File: src/rtl/ecc_rpt_pkg.sv
package ecc_rpt_pkg;

    localparam int NUM_CLASSES = 4;
    localparam int REG_AW      = 12;

    localparam logic [REG_AW-1:0] OFS_GEOMETRY = 12'h000;
    localparam logic [REG_AW-1:0] OFS_WAY_EN   = 12'h008;
    localparam logic [REG_AW-1:0] OFS_INJECT   = 12'h040;

    typedef enum logic {
        CLS_QUIET,
        CLS_PENDING
    } cls_state_e;

    typedef enum logic {
        PORT_IDLE,
        PORT_RESP
    } port_state_e;

    // Interrupt index -> register base. The index order is fixed by the
    // interrupt wiring, the base order by the register layout.
    function automatic logic [REG_AW-1:0] class_base(input int k);
        logic [REG_AW-1:0] b;
        case (k)
            0:       b = 12'h100;
            1:       b = 12'h140;
            2:       b = 12'h160;
            default: b = 12'h120;
        endcase
        return b;
    endfunction

    function automatic logic inject_ok(input logic [31:0] v);
        return (v < 32'h0000_00FF) ||
               ((v >= 32'h0001_0000) && (v < 32'h0001_00FF));
    endfunction

endpackage

File: src/rtl/ecc_class_rec.sv
module ecc_class_rec
    import ecc_rpt_pkg::*;
#(
    parameter int ADDR_W = 64,
    parameter int CNT_W  = 32
) (
    input  logic              clk,
    input  logic              rst_n,
    input  logic              ev,
    input  logic [ADDR_W-1:0] ev_addr,
    input  logic              rd_clr,
    output logic [ADDR_W-1:0] cap_addr,
    output logic [CNT_W-1:0]  count,
    output logic              irq
);

    localparam logic [CNT_W-1:0] CNT_MAX = '1;

    cls_state_e state, state_nx;

    always_ff @(posedge clk) begin
        if (!rst_n) state <= CLS_QUIET;
        else        state <= state_nx;
    end

    always_comb begin
        state_nx = state;
        unique case (state)
            CLS_QUIET:   if (ev) state_nx = CLS_PENDING;
            CLS_PENDING: if (rd_clr && !ev) state_nx = CLS_QUIET;
        endcase
    end

    assign irq = (state == CLS_PENDING);

    always_ff @(posedge clk) begin
        if (!rst_n) begin
            cap_addr <= '0;
            count    <= '0;
        end else if (ev) begin
            cap_addr <= ev_addr;
            if (count != CNT_MAX) count <= count + 1'b1;
        end
    end

    assert_addr_capture_R2: assert property (@(posedge clk) disable iff (!rst_n)
        ev |=> (cap_addr == $past(ev_addr)));

    assert_count_step_R3: assert property (@(posedge clk) disable iff (!rst_n)
        (ev && (count != CNT_MAX)) |=> (count == CNT_W'($past(count) + 1'b1)));

    assert_count_sat_R3: assert property (@(posedge clk) disable iff (!rst_n)
        (count == CNT_MAX) |=> (count == CNT_MAX));

    assert_irq_raise_R4: assert property (@(posedge clk) disable iff (!rst_n)
        ev |=> irq);

    assert_irq_clear_R5: assert property (@(posedge clk) disable iff (!rst_n)
        (rd_clr && !ev) |=> !irq);

    assert_irq_keep_R6: assert property (@(posedge clk) disable iff (!rst_n)
        (rd_clr && ev) |=> irq);

endmodule

File: src/rtl/ecc_inject_gate.sv
module ecc_inject_gate
    import ecc_rpt_pkg::*;
(
    input  logic        clk,
    input  logic        rst_n,
    input  logic        wr_en,
    input  logic [31:0] wdata,
    output logic        inj_valid,
    output logic        inj_target,
    output logic [7:0]  inj_bit
);

    logic take;
    assign take = wr_en && inject_ok(wdata);

    always_ff @(posedge clk) begin
        if (!rst_n) begin
            inj_valid  <= 1'b0;
            inj_target <= 1'b0;
            inj_bit    <= '0;
        end else begin
            inj_valid <= take;
            if (take) begin
                inj_target <= wdata[16];
                inj_bit    <= wdata[7:0];
            end
        end
    end

    assert_inject_fire_R7: assert property (@(posedge clk) disable iff (!rst_n)
        take |=> (inj_valid && (inj_bit == $past(wdata[7:0]))
                  && (inj_target == $past(wdata[16]))));

    assert_inject_drop_R8: assert property (@(posedge clk) disable iff (!rst_n)
        (wr_en && !inject_ok(wdata)) |=> !inj_valid);

endmodule

File: src/rtl/ecc_reg_port.sv
module ecc_reg_port
    import ecc_rpt_pkg::*;
#(
    parameter int ADDR_W   = 64,
    parameter int CNT_W    = 32,
    parameter int BANKS    = 4,
    parameter int WAYS     = 16,
    parameter int LG_SETS  = 10,
    parameter int LG_BLOCK = 6
) (
    input  logic                                clk,
    input  logic                                rst_n,
    input  logic                                reg_rd,
    input  logic                                reg_wr,
    input  logic [REG_AW-1:0]                   reg_addr,
    input  logic [31:0]                         reg_wdata,
    input  logic [NUM_CLASSES-1:0][ADDR_W-1:0]  cls_addr,
    input  logic [NUM_CLASSES-1:0][CNT_W-1:0]   cls_count,
    output logic                                reg_ready,
    output logic                                reg_rvalid,
    output logic [31:0]                         reg_rdata,
    output logic [NUM_CLASSES-1:0]              rd_clr,
    output logic                                inj_wr
);

    localparam logic [31:0] GEOMETRY = {8'(LG_BLOCK), 8'(LG_SETS), 8'(WAYS), 8'(BANKS)};
    localparam logic [7:0]  WAY_RST  = 8'(WAYS - 1);

    port_state_e state, state_nx;
    logic        take_rd, take_wr;
    logic [7:0]  way_en;
    logic [31:0] rd_mux;

    assign take_rd = reg_rd && (state == PORT_IDLE);
    assign take_wr = reg_wr && !reg_rd && (state == PORT_IDLE);
    assign inj_wr  = take_wr && (reg_addr == OFS_INJECT);

    always_ff @(posedge clk) begin
        if (!rst_n) state <= PORT_IDLE;
        else        state <= state_nx;
    end

    always_comb begin
        state_nx = state;
        unique case (state)
            PORT_IDLE: if (take_rd) state_nx = PORT_RESP;
            PORT_RESP: state_nx = PORT_IDLE;
        endcase
    end

    always_comb begin
        reg_ready  = (state == PORT_IDLE);
        reg_rvalid = (state == PORT_RESP);
    end

    always_comb begin
        logic [63:0] a64;
        rd_mux = '0;
        rd_clr = '0;
        if (reg_addr == OFS_GEOMETRY) rd_mux = GEOMETRY;
        if (reg_addr == OFS_WAY_EN)   rd_mux = {24'd0, way_en};
        for (int k = 0; k < NUM_CLASSES; k++) begin
            a64 = 64'(cls_addr[k]);
            if (reg_addr == class_base(k))          rd_mux = a64[31:0];
            if (reg_addr == class_base(k) + 12'h4)  rd_mux = a64[63:32];
            if (reg_addr == class_base(k) + 12'h8) begin
                rd_mux    = 32'(cls_count[k]);
                rd_clr[k] = take_rd;
            end
        end
    end

    always_ff @(posedge clk) begin
        if (!rst_n) begin
            reg_rdata <= '0;
            way_en    <= WAY_RST;
        end else begin
            if (take_rd) reg_rdata <= rd_mux;
            if (take_wr && (reg_addr == OFS_WAY_EN)) way_en <= reg_wdata[7:0];
        end
    end

    assert_resp_single_R11: assert property (@(posedge clk) disable iff (!rst_n)
        reg_rvalid |=> !reg_rvalid);

    assert_read_answer_R11: assert property (@(posedge clk) disable iff (!rst_n)
        (reg_rd && reg_ready) |=> (reg_rvalid && !reg_ready));

    assert_clear_onehot_R5: assert property (@(posedge clk) disable iff (!rst_n)
        $onehot0(rd_clr));

endmodule

File: src/rtl/ecc_report_unit.sv
module ecc_report_unit
    import ecc_rpt_pkg::*;
#(
    parameter int ADDR_W   = 64,
    parameter int CNT_W    = 32,
    parameter int BANKS    = 4,
    parameter int WAYS     = 16,
    parameter int LG_SETS  = 10,
    parameter int LG_BLOCK = 6
) (
    input  logic                          clk,
    input  logic                          rst_n,
    input  logic [3:0]                    ev_strobe,
    input  logic [4*ADDR_W-1:0]           ev_addr,
    input  logic                          reg_rd,
    input  logic                          reg_wr,
    input  logic [11:0]                   reg_addr,
    input  logic [31:0]                   reg_wdata,
    output logic                          reg_ready,
    output logic                          reg_rvalid,
    output logic [31:0]                   reg_rdata,
    output logic [3:0]                    irq,
    output logic                          inj_valid,
    output logic                          inj_target,
    output logic [7:0]                    inj_bit
);

    logic [NUM_CLASSES-1:0][ADDR_W-1:0] cls_addr;
    logic [NUM_CLASSES-1:0][CNT_W-1:0]  cls_count;
    logic [NUM_CLASSES-1:0]             rd_clr;
    logic                               inj_wr;

    for (genvar k = 0; k < NUM_CLASSES; k++) begin : g_class
        ecc_class_rec #(.ADDR_W(ADDR_W), .CNT_W(CNT_W)) u_rec (
            .clk      (clk),
            .rst_n    (rst_n),
            .ev       (ev_strobe[k]),
            .ev_addr  (ev_addr[k*ADDR_W +: ADDR_W]),
            .rd_clr   (rd_clr[k]),
            .cap_addr (cls_addr[k]),
            .count    (cls_count[k]),
            .irq      (irq[k])
        );
    end

    ecc_reg_port #(
        .ADDR_W(ADDR_W), .CNT_W(CNT_W), .BANKS(BANKS), .WAYS(WAYS),
        .LG_SETS(LG_SETS), .LG_BLOCK(LG_BLOCK)
    ) u_port (
        .clk        (clk),
        .rst_n      (rst_n),
        .reg_rd     (reg_rd),
        .reg_wr     (reg_wr),
        .reg_addr   (reg_addr),
        .reg_wdata  (reg_wdata),
        .cls_addr   (cls_addr),
        .cls_count  (cls_count),
        .reg_ready  (reg_ready),
        .reg_rvalid (reg_rvalid),
        .reg_rdata  (reg_rdata),
        .rd_clr     (rd_clr),
        .inj_wr     (inj_wr)
    );

    ecc_inject_gate u_inject (
        .clk        (clk),
        .rst_n      (rst_n),
        .wr_en      (inj_wr),
        .wdata      (reg_wdata),
        .inj_valid  (inj_valid),
        .inj_target (inj_target),
        .inj_bit    (inj_bit)
    );

    assert_reset_quiet_R1: assert property (@(posedge clk)
        !rst_n |=> ((irq == 4'b0) && reg_ready && !reg_rvalid && !inj_valid));

endmodule

File: config.mk
export PLATFORM = sky130hd
export DESIGN_NAME = ecc_report_unit
export DESIGN_NICKNAME = d
export VERILOG_FILES = /design/src/rtl/ecc_rpt_pkg.sv /design/src/rtl/ecc_class_rec.sv /design/src/rtl/ecc_inject_gate.sv /design/src/rtl/ecc_reg_port.sv /design/src/rtl/ecc_report_unit.sv
export SDC_FILE = /design/constraint.sdc
export NUM_CORES = 1
export LEC_CHECK = 0
export ABC_AREA = 1
export BUFFER_PORTS_ARGS = -buffer_cell sky130_fd_sc_hd__buf_2
export CAP_MARGIN = 10
export CORE_MARGIN = 2
export CORE_UTILIZATION = 25
export CTS_CLUSTER_DIAMETER = 50
export DETAILED_ROUTE_END_ITERATION = 16
export SYNTH_ARGS = -nofsm -noshare
export SYNTH_HDL_FRONTEND = slang
export SYNTH_HIERARCHICAL = 1
export SYNTH_SLANG_ARGS = --single-unit
File: constraint.sdc
create_clock -name clk -period 2.36 [get_ports clk]
set_clock_uncertainty 0.05 [all_clocks]
set_input_delay 0.236 -clock clk [delete_from_list [all_inputs] [get_ports clk]]
set_output_delay 0.236 -clock clk [all_outputs]
set_load 0.005 [all_outputs]
==> results.py, run 1 <==
metrics = {
    "timing": {
        "whs_ps": -12.33,
        "final_hold_viol_count": 1,
        "timing.fmax_ghz": 0.4619,
        "worst_slew_pin_slew_ps": 652.0,
        "finalCriticalPeriod_ps": 2165,
        "setup_viol": 0,
        "timing.final.ws_setup_ps": 194.9,
        "max-slew-margin-rel_pct": 56.53,
        "maxSlewViolCount": 0,
        "rsz0062_at_grt": "no",
        "finalCritPeriodShare_pct": 91.74,
        "setup_tns_ps": 0,
    },
    "clocking": {
        "clock-sinks": 439,
        "clk_latency_ps": 660,
        "clkTransAtPathRegs_ps": 70,
        "cts_tree": "yes",
        "htreeDepth": 2,
        "cts_buffers": 58,
        "postCtsSetupBuffers": 0,
        "clockBufferDepth": 3,
        "cts_root_buffer": "clkbuf_16",
    },
    "run": {
        "cap_violations": 0,
    },
    "synthesis": {
        "synth-seq-area-share_pct": 39.65,
        "ys_ff_latch": 439,
        "synth_top_cell_by_area": "dfxtp_1",
        "synthCells": 3474,
        "synth_top_area_share_pct": 39.65,
        "ys_async_sr_fraction_pct": 0,
        "synth_warnings": 6,
        "ys_types": 37,
        "synthesis.nets": 3786,
        "synth_area_leaders": "dfxtp_1, nor2_1, nand2_1",
        "synth-edff-count": 0,
        "avgSynthCellArea_sq_um": 6.380,
        "ys.flop_type": "dfxtp_1",
        "syn_area_sq_um": 22160,
    },
    "layout": {
        "stdcell_area_sq_um": 30860,
        "area_growth_pct": 39.23,
        "mostFrequentLayoutCell": "nor2_1",
        "seq_area_sq_um": 8788,
        "fin_nets": 4470,
        "multi_input_area_sq_um": 11620,
        "layout_common_cells": "nor2_1, nand2_1, dfxtp_1",
        "final_util_pct": 35.02,
        "nFillCells": 9525,
        "drive_gt1_share_pct": 16.52,
    },
    "power_and_ir_drop": {
        "p_leak_nw": 13.14,
        "p_per_area_nw_per_um2": 613.6,
        "max-vdd-ir-drop_mv": 0.5857,
    },
    "die": {
        "core_sq_um": 88100,
        "rows": 109,
        "die-width_microns": 301.7,
        "die_h_microns": 301.7,
        "die_area_sq_um": 91050,
        "ios": 356,
        "start_util_pct": 25.16,
    },
    "drt": {
        "first_iter_violations": 2673,
        "drc": 0,
        "viasPerCell": 4.800,
        "drtPass1Iterations": 5,
        "wire_per_inst_microns": 18.94,
        "vias": 25770,
        "ant_nets": 0,
        "totalWireLength_mm": 101.7,
    },
    "global_routing": {
        "grt_usage_pct": 21.59,
        "grt_max_degree": 96,
        "antenna_found_initial": 4,
        "grt-ovfl-total": 0,
        "grt_pass1_wl_mm": 149.8,
        "first_global_vias": 24230,
    },
    "placement": {
        "port_buffers": 355,
        "place_area_sq_um": 25660,
        "place_congestion": 0.9837,
        "pre_cts_slack_ps": -369.3,
        "dp_hpwl_mm": 76.72,
    },
    "setup_path": {
        "critical_path.max_fanout": 60,
        "crit_required_ps": 2930,
        "crit_type": "in2reg",
        "cp-end-kind": "register",
        "critPathLaunchType": "primary input",
        "worstPathArrival_ps": 2730,
    },
    "worst_hold_path": {
        "min_path_type": "in2reg",
    },
    "status": {
        "violations": "negative hold slack",
        "status": "finished, violations left",
    },
}
## sequential cells by signal (all words and copies together) (netlist names), 4 cells and up
| name | flops |
|---|---|
| g_class.u_rec/cap_addr | 256 |
| g_class.u_rec/count | 128 |
| u_port/reg_rdata | 32 |
| u_inject/inj_bit | 8 |
| u_port/way_en | 8 |
| g_class.u_rec/irq | 4 |
## path summary, 6_finish.rpt
| path | from | endpoint | slack (ps) | cells past startpoint |
|---|---|---|---|---|
| setup / recovery | ev_strobe[3] | g_class[3].u_rec/cap_addr[34]$_SDFFE_PN0P_ | 190 | 7 |
| hold / removal | reg_wdata[16] | u_inject/inj_target$_SDFFE_PN0P_ | -10 | 5 |
| hold reg to reg | g_class[2].u_rec/irq$_SDFF_PN0_ | g_class[2].u_rec/irq$_SDFF_PN0_ | 410 | 2 |
| setup reg to reg | g_class[0].u_rec/cap_addr[26]$_SDFFE_PN0P_ | u_port/reg_rdata[26]$_SDFFE_PN0P_ | 300 | 11 |
## synthesized netlist by cell type, drive strengths merged (4+ instances only)
library cell / number
buf: 87
o21ai: 266
dfxtp: 439
a21oi: 197
a31oi: 4
nor3: 33
xor2: 4
nand2: 708
and2: 5
nand3: 219
ha: 4
nor2: 1077
nand4: 106
clkbuf: 80
inv: 238
## logic make-up (layout without fill, tap and decap cells)
family | Yosys count | after routing | synth area share [%]
AOI/OAI and AO/OA | 468 | 468 | 10.61
xor gates and xnor gates | 4 | 4 | 0.1581
adders and majority gates | 4 | 4 | 0.2258
buffers and inverters | 406 | 1134 | 8.011
DFF | 439 | 439 | 39.65
other | 0 | 1 | 0
and+or+nand+nor | 2153 | 2153 | 41.34
## metal layers
layer  routed length [microns]  up-vias  track usage [%]
met1                     44180    12020            29.40
li1                          -    12480                -
met5                        11        -                0
met3                      9165      141            3.878
met4                      2788        2            5.752
met2                     45520     1125            35.06
## power by group
part | internal, W | leakage, nW | switching, W
clock network | 0.00533 | 0.977 | 0.00380
registers | 0.00774 | 3.61 | 0.000294
logic | 0.000845 | 8.56 | 0.000933
total | 0.0139 | 13.1 | 0.00502
## timing repair
| item | 4_1_cts | 5_1_grt |
|---|---|---|
| endpoints found under the setup margin | 9 | 9 |
| resized for setup | 1 | 2 |
| gates cloned | 0 | 0 |
| endpoints found under the hold margin | 289 | 0 |
| hold buffers | 317 | 0 |
## metrics by stage
stage          total power (W)  hold slack, ps  cells
2_1_floorplan         0.008712           312.3   3474
6_report               0.01893          -12.33   5368
4_1_cts                0.01902           3.517   5367
5_1_grt                0.01957           35.27   5367
3_3_place_gp          0.009473           401.0   4946
3_5_place_dp          0.009474           401.9   4946
## area by class of cell
| cell class | count | area share, % |
|---|---|---|
| diodes | 1 | 0.008110 |
| clock buffers | 67 | 5.008 |
| flip-flops and latches | 439 | 28.48 |
| multi-input cells | 2629 | 37.65 |
| clock inverters | 37 | 1.464 |
| inverters | 239 | 2.920 |
| repair buffers | 791 | 19.74 |
| well taps | 1165 | 4.724 |
## worst max-delay path: stages
cell and delay, ps:
dlygate4sd3_1 540, buf_2 240, inv_2 210, buf_4 530, nor2_1 200, nor2_1 160, dlygate4sd3_1 560
Note: power is estimated with default switching activity, not from simulation.
==> run 2, diff against run 1 <==
--- a/config.mk
+++ b/config.mk
@@ -12,6 +12,7 @@
 export CORE_UTILIZATION = 25
 export CTS_CLUSTER_DIAMETER = 50
 export DETAILED_ROUTE_END_ITERATION = 16
+export GPL_TIMING_DRIVEN = 0
 export SYNTH_ARGS = -nofsm -noshare
 export SYNTH_HDL_FRONTEND = slang
 export SYNTH_HIERARCHICAL = 1
==> run 2 against run 1 <==
Against the previous run: the flow now finishes without violations; critical path depth increased by 9; fmax decreased by 7.7%; combinational power is 9.6% higher; routed wire length up 6.7%; cell count rose by 2.3%; setup slack got worse by 180 ps; critical endpoint is now u_port/reg_rdata[18]$_SDFFE_PN0P_; highest routed layer unchanged.
==> results.py, run 2 (same netlist as run 1, synthesis figures left out) <==
metrics = {
    "worst_hold_path": {
        "whs_path_depth": 5,
        "worstHoldStart": "reg_rd",
        "min_path_type": "in2reg",
        "holdPathEnd": "u_port/reg_rdata[22]$_SDFFE_PN0P_",
    },
    "placement": {
        "place_inst": 4990,
        "pre_cts_slack_ps": -868.9,
        "place_area_sq_um": 25380,
        "dp_hpwl_mm": 82.48,
        "place_congestion": 0.9881,
        "port_buffers": 350,
    },
    "global_routing": {
        "grt_max_degree": 23,
        "grt_usage_pct": 23.09,
        "antenna_found_initial": 13,
        "use_met3_pct": 4.058,
        "grtUsageMet1_pct": 31.10,
        "grt-ovfl-total": 0,
        "first_global_vias": 25250,
        "met2_usage_pct": 37.71,
        "grt_pass1_wl_mm": 157.6,
        "grt_busiest_layer": "met2",
    },
    "setup_path": {
        "rr_endpoint": "u_port/reg_rdata[14]$_SDFFE_PN0P_",
        "cp-end-kind": "register",
        "crit_type": "in2reg",
        "critPathLaunchType": "primary input",
        "worstPathArrival_ps": 2770,
        "reg2regPathDepth": 8,
        "rrSetupSlack_ps": 90,
        "critical_path.max_fanout": 10,
        "crit_required_ps": 2790,
        "r2r_start": "g_class[0].u_rec/count[14]$_SDFFE_PN0P_",
    },
    "clocking": {
        "cts_buffers": 66,
        "clockBufferDepth": 3,
        "clk_latency_ps": 620,
        "cts_root_buffer": "clkbuf_16",
        "htreeDepth": 3,
        "clkTransAtPathRegs_ps": 60,
        "clock-sinks": 439,
        "cts_tree": "yes",
    },
    "layout": {
        "stdcell_area_sq_um": 31620,
        "mostFrequentLayoutCell": "nor2_1",
        "area_growth_pct": 42.67,
        "drive_gt1_share_pct": 15.35,
        "layout_common_cells": "nor2_1, nand2_1, dfxtp_1",
        "biggestRegsByFlops": "g_class.u_rec/cap_addr (256), g_class.u_rec/count (128), u_port/reg_rdata (32)",
        "regMostFlops": "g_class.u_rec/cap_addr",
        "fin_nets": 4590,
        "nFillCells": 9401,
        "final_cell_count_no_fill": 5494,
        "largest_reg_flops": 256,
    },
    "drt": {
        "first_iter_violations": 2773,
        "vias": 26560,
        "viasPerCell": 4.834,
        "drc": 0,
        "ant_nets": 0,
        "totalWireLength_mm": 108.4,
        "drtPass1Iterations": 8,
        "wire_per_inst_microns": 19.74,
    },
    "timing": {
        "final_hold_viol_count": 0,
        "whs_ps": 1.226,
        "setup_tns_ps": 0,
        "finalCritPeriodShare_pct": 99.43,
        "rsz0062_at_grt": "no",
        "timing.final.ws_setup_ps": 13.43,
        "timing.fmax_ghz": 0.4262,
        "setup_viol": 0,
        "worst_slew_pin_slew_ps": 791.0,
        "finalCriticalPeriod_ps": 2347,
        "maxSlewViolCount": 0,
        "max-slew-margin-rel_pct": 47.27,
    },
    "status": {
        "status": "finished clean",
    },
    "die": {
        "start_util_pct": 25.16,
        "die_h_microns": 301.7,
        "die_area_sq_um": 91050,
        "ios": 356,
        "die-width_microns": 301.7,
        "rows": 109,
        "core_sq_um": 88100,
    },
    "power_and_ir_drop": {
        "max-vdd-ir-drop_mv": 0.4980,
        "p_leak_nw": 13.42,
        "p_per_area_nw_per_um2": 639.3,
    },
    "run": {
        "cap_violations": 0,
    },
}
## run 2: cell count changes in the layout (fill, tap and decap cells not counted), sizes merged
cell         delta
buf            -33
dlygate4sd3    +64
nor2            +1
diode           +2
bufinv          +2
clkbuf         +90
clkinv          -5
clkinvlp        +5
## run 2: final cells by class
cell class	count	area [sq um]	share of cell area, %
well taps	1165	1458	4.610
flip-flops and latches	439	8788	27.79
diodes	3	7.507	0.02374
clock inverters	39	560.5	1.773
plain buffers	167	874.6	2.766
multi-input cells	2630	11670	36.91
repair buffers	735	5608	17.74
inverters	239	900.9	2.849
clock buffers	77	1753	5.544
## run 2: power breakdown
part           internal (W)  switching, W
clock network       0.00624       0.00409
logic              0.000917       0.00104
registers           0.00774      0.000195
total                0.0149       0.00532
## run 2: repair_timing
item	CTS	global route
pin swaps	0	6
cloned	0	1
endpoints found under the setup margin	11	16
setup buffers	0	3
endpoints found under the hold margin	274	0
resized for setup	4	9
hold buffers	382	0
## run 2: worst max-delay path by stage
stage	from	to	slack, ps	cells after the start
5_1_grt	u_port/reg_rvalid$_SDFF_PP0_	u_inject/inj_bit[4]$_SDFFE_PN0P_	20	11
6_report	reg_addr[10]	u_port/reg_rdata[18]$_SDFFE_PN0P_	10	16
3_3_place_gp	reg_addr[8]	u_inject/inj_target$_SDFFE_PN0P_	-900	12
3_5_place_dp	reg_addr[8]	u_inject/inj_bit[1]$_SDFFE_PN0P_	-870	12
4_1_cts	reg_addr[6]	u_port/reg_rdata[14]$_SDFFE_PN0P_	40	14
2_1_floorplan	reg_addr[8]	u_inject/inj_bit[0]$_SDFFE_PN0P_	480	11
## run 2: metrics by stage
step | util, % | total power [W]
global route | 35.88 | 0.02087
global placement | 28.80 | 0.009430
detailed placement | 28.81 | 0.009441
finish | 35.89 | 0.02022
floorplan | - | 0.008712
CTS | 35.80 | 0.02028
## run 2: routing by layer
metal	vias to the layer above	share of wire, %
met5	-	0.027
met2	1205	45
met1	12440	43
met4	6	2.7
met3	160	8.8
li1	12740	-
## run 2: worst max-delay path: stages
cell	delay, ps
buf_2	70
inv_1	30
nand2_1	110
nor2_4	80
buf_6	150
nand2_2	100
clkinv_2	190
buf_4	250
nand2_1	80
nand3_1	170
nor2_1	300
nand4_1	350
nor2_1	220
nand4_1	220
nand2_1	130
a21oi_1	60
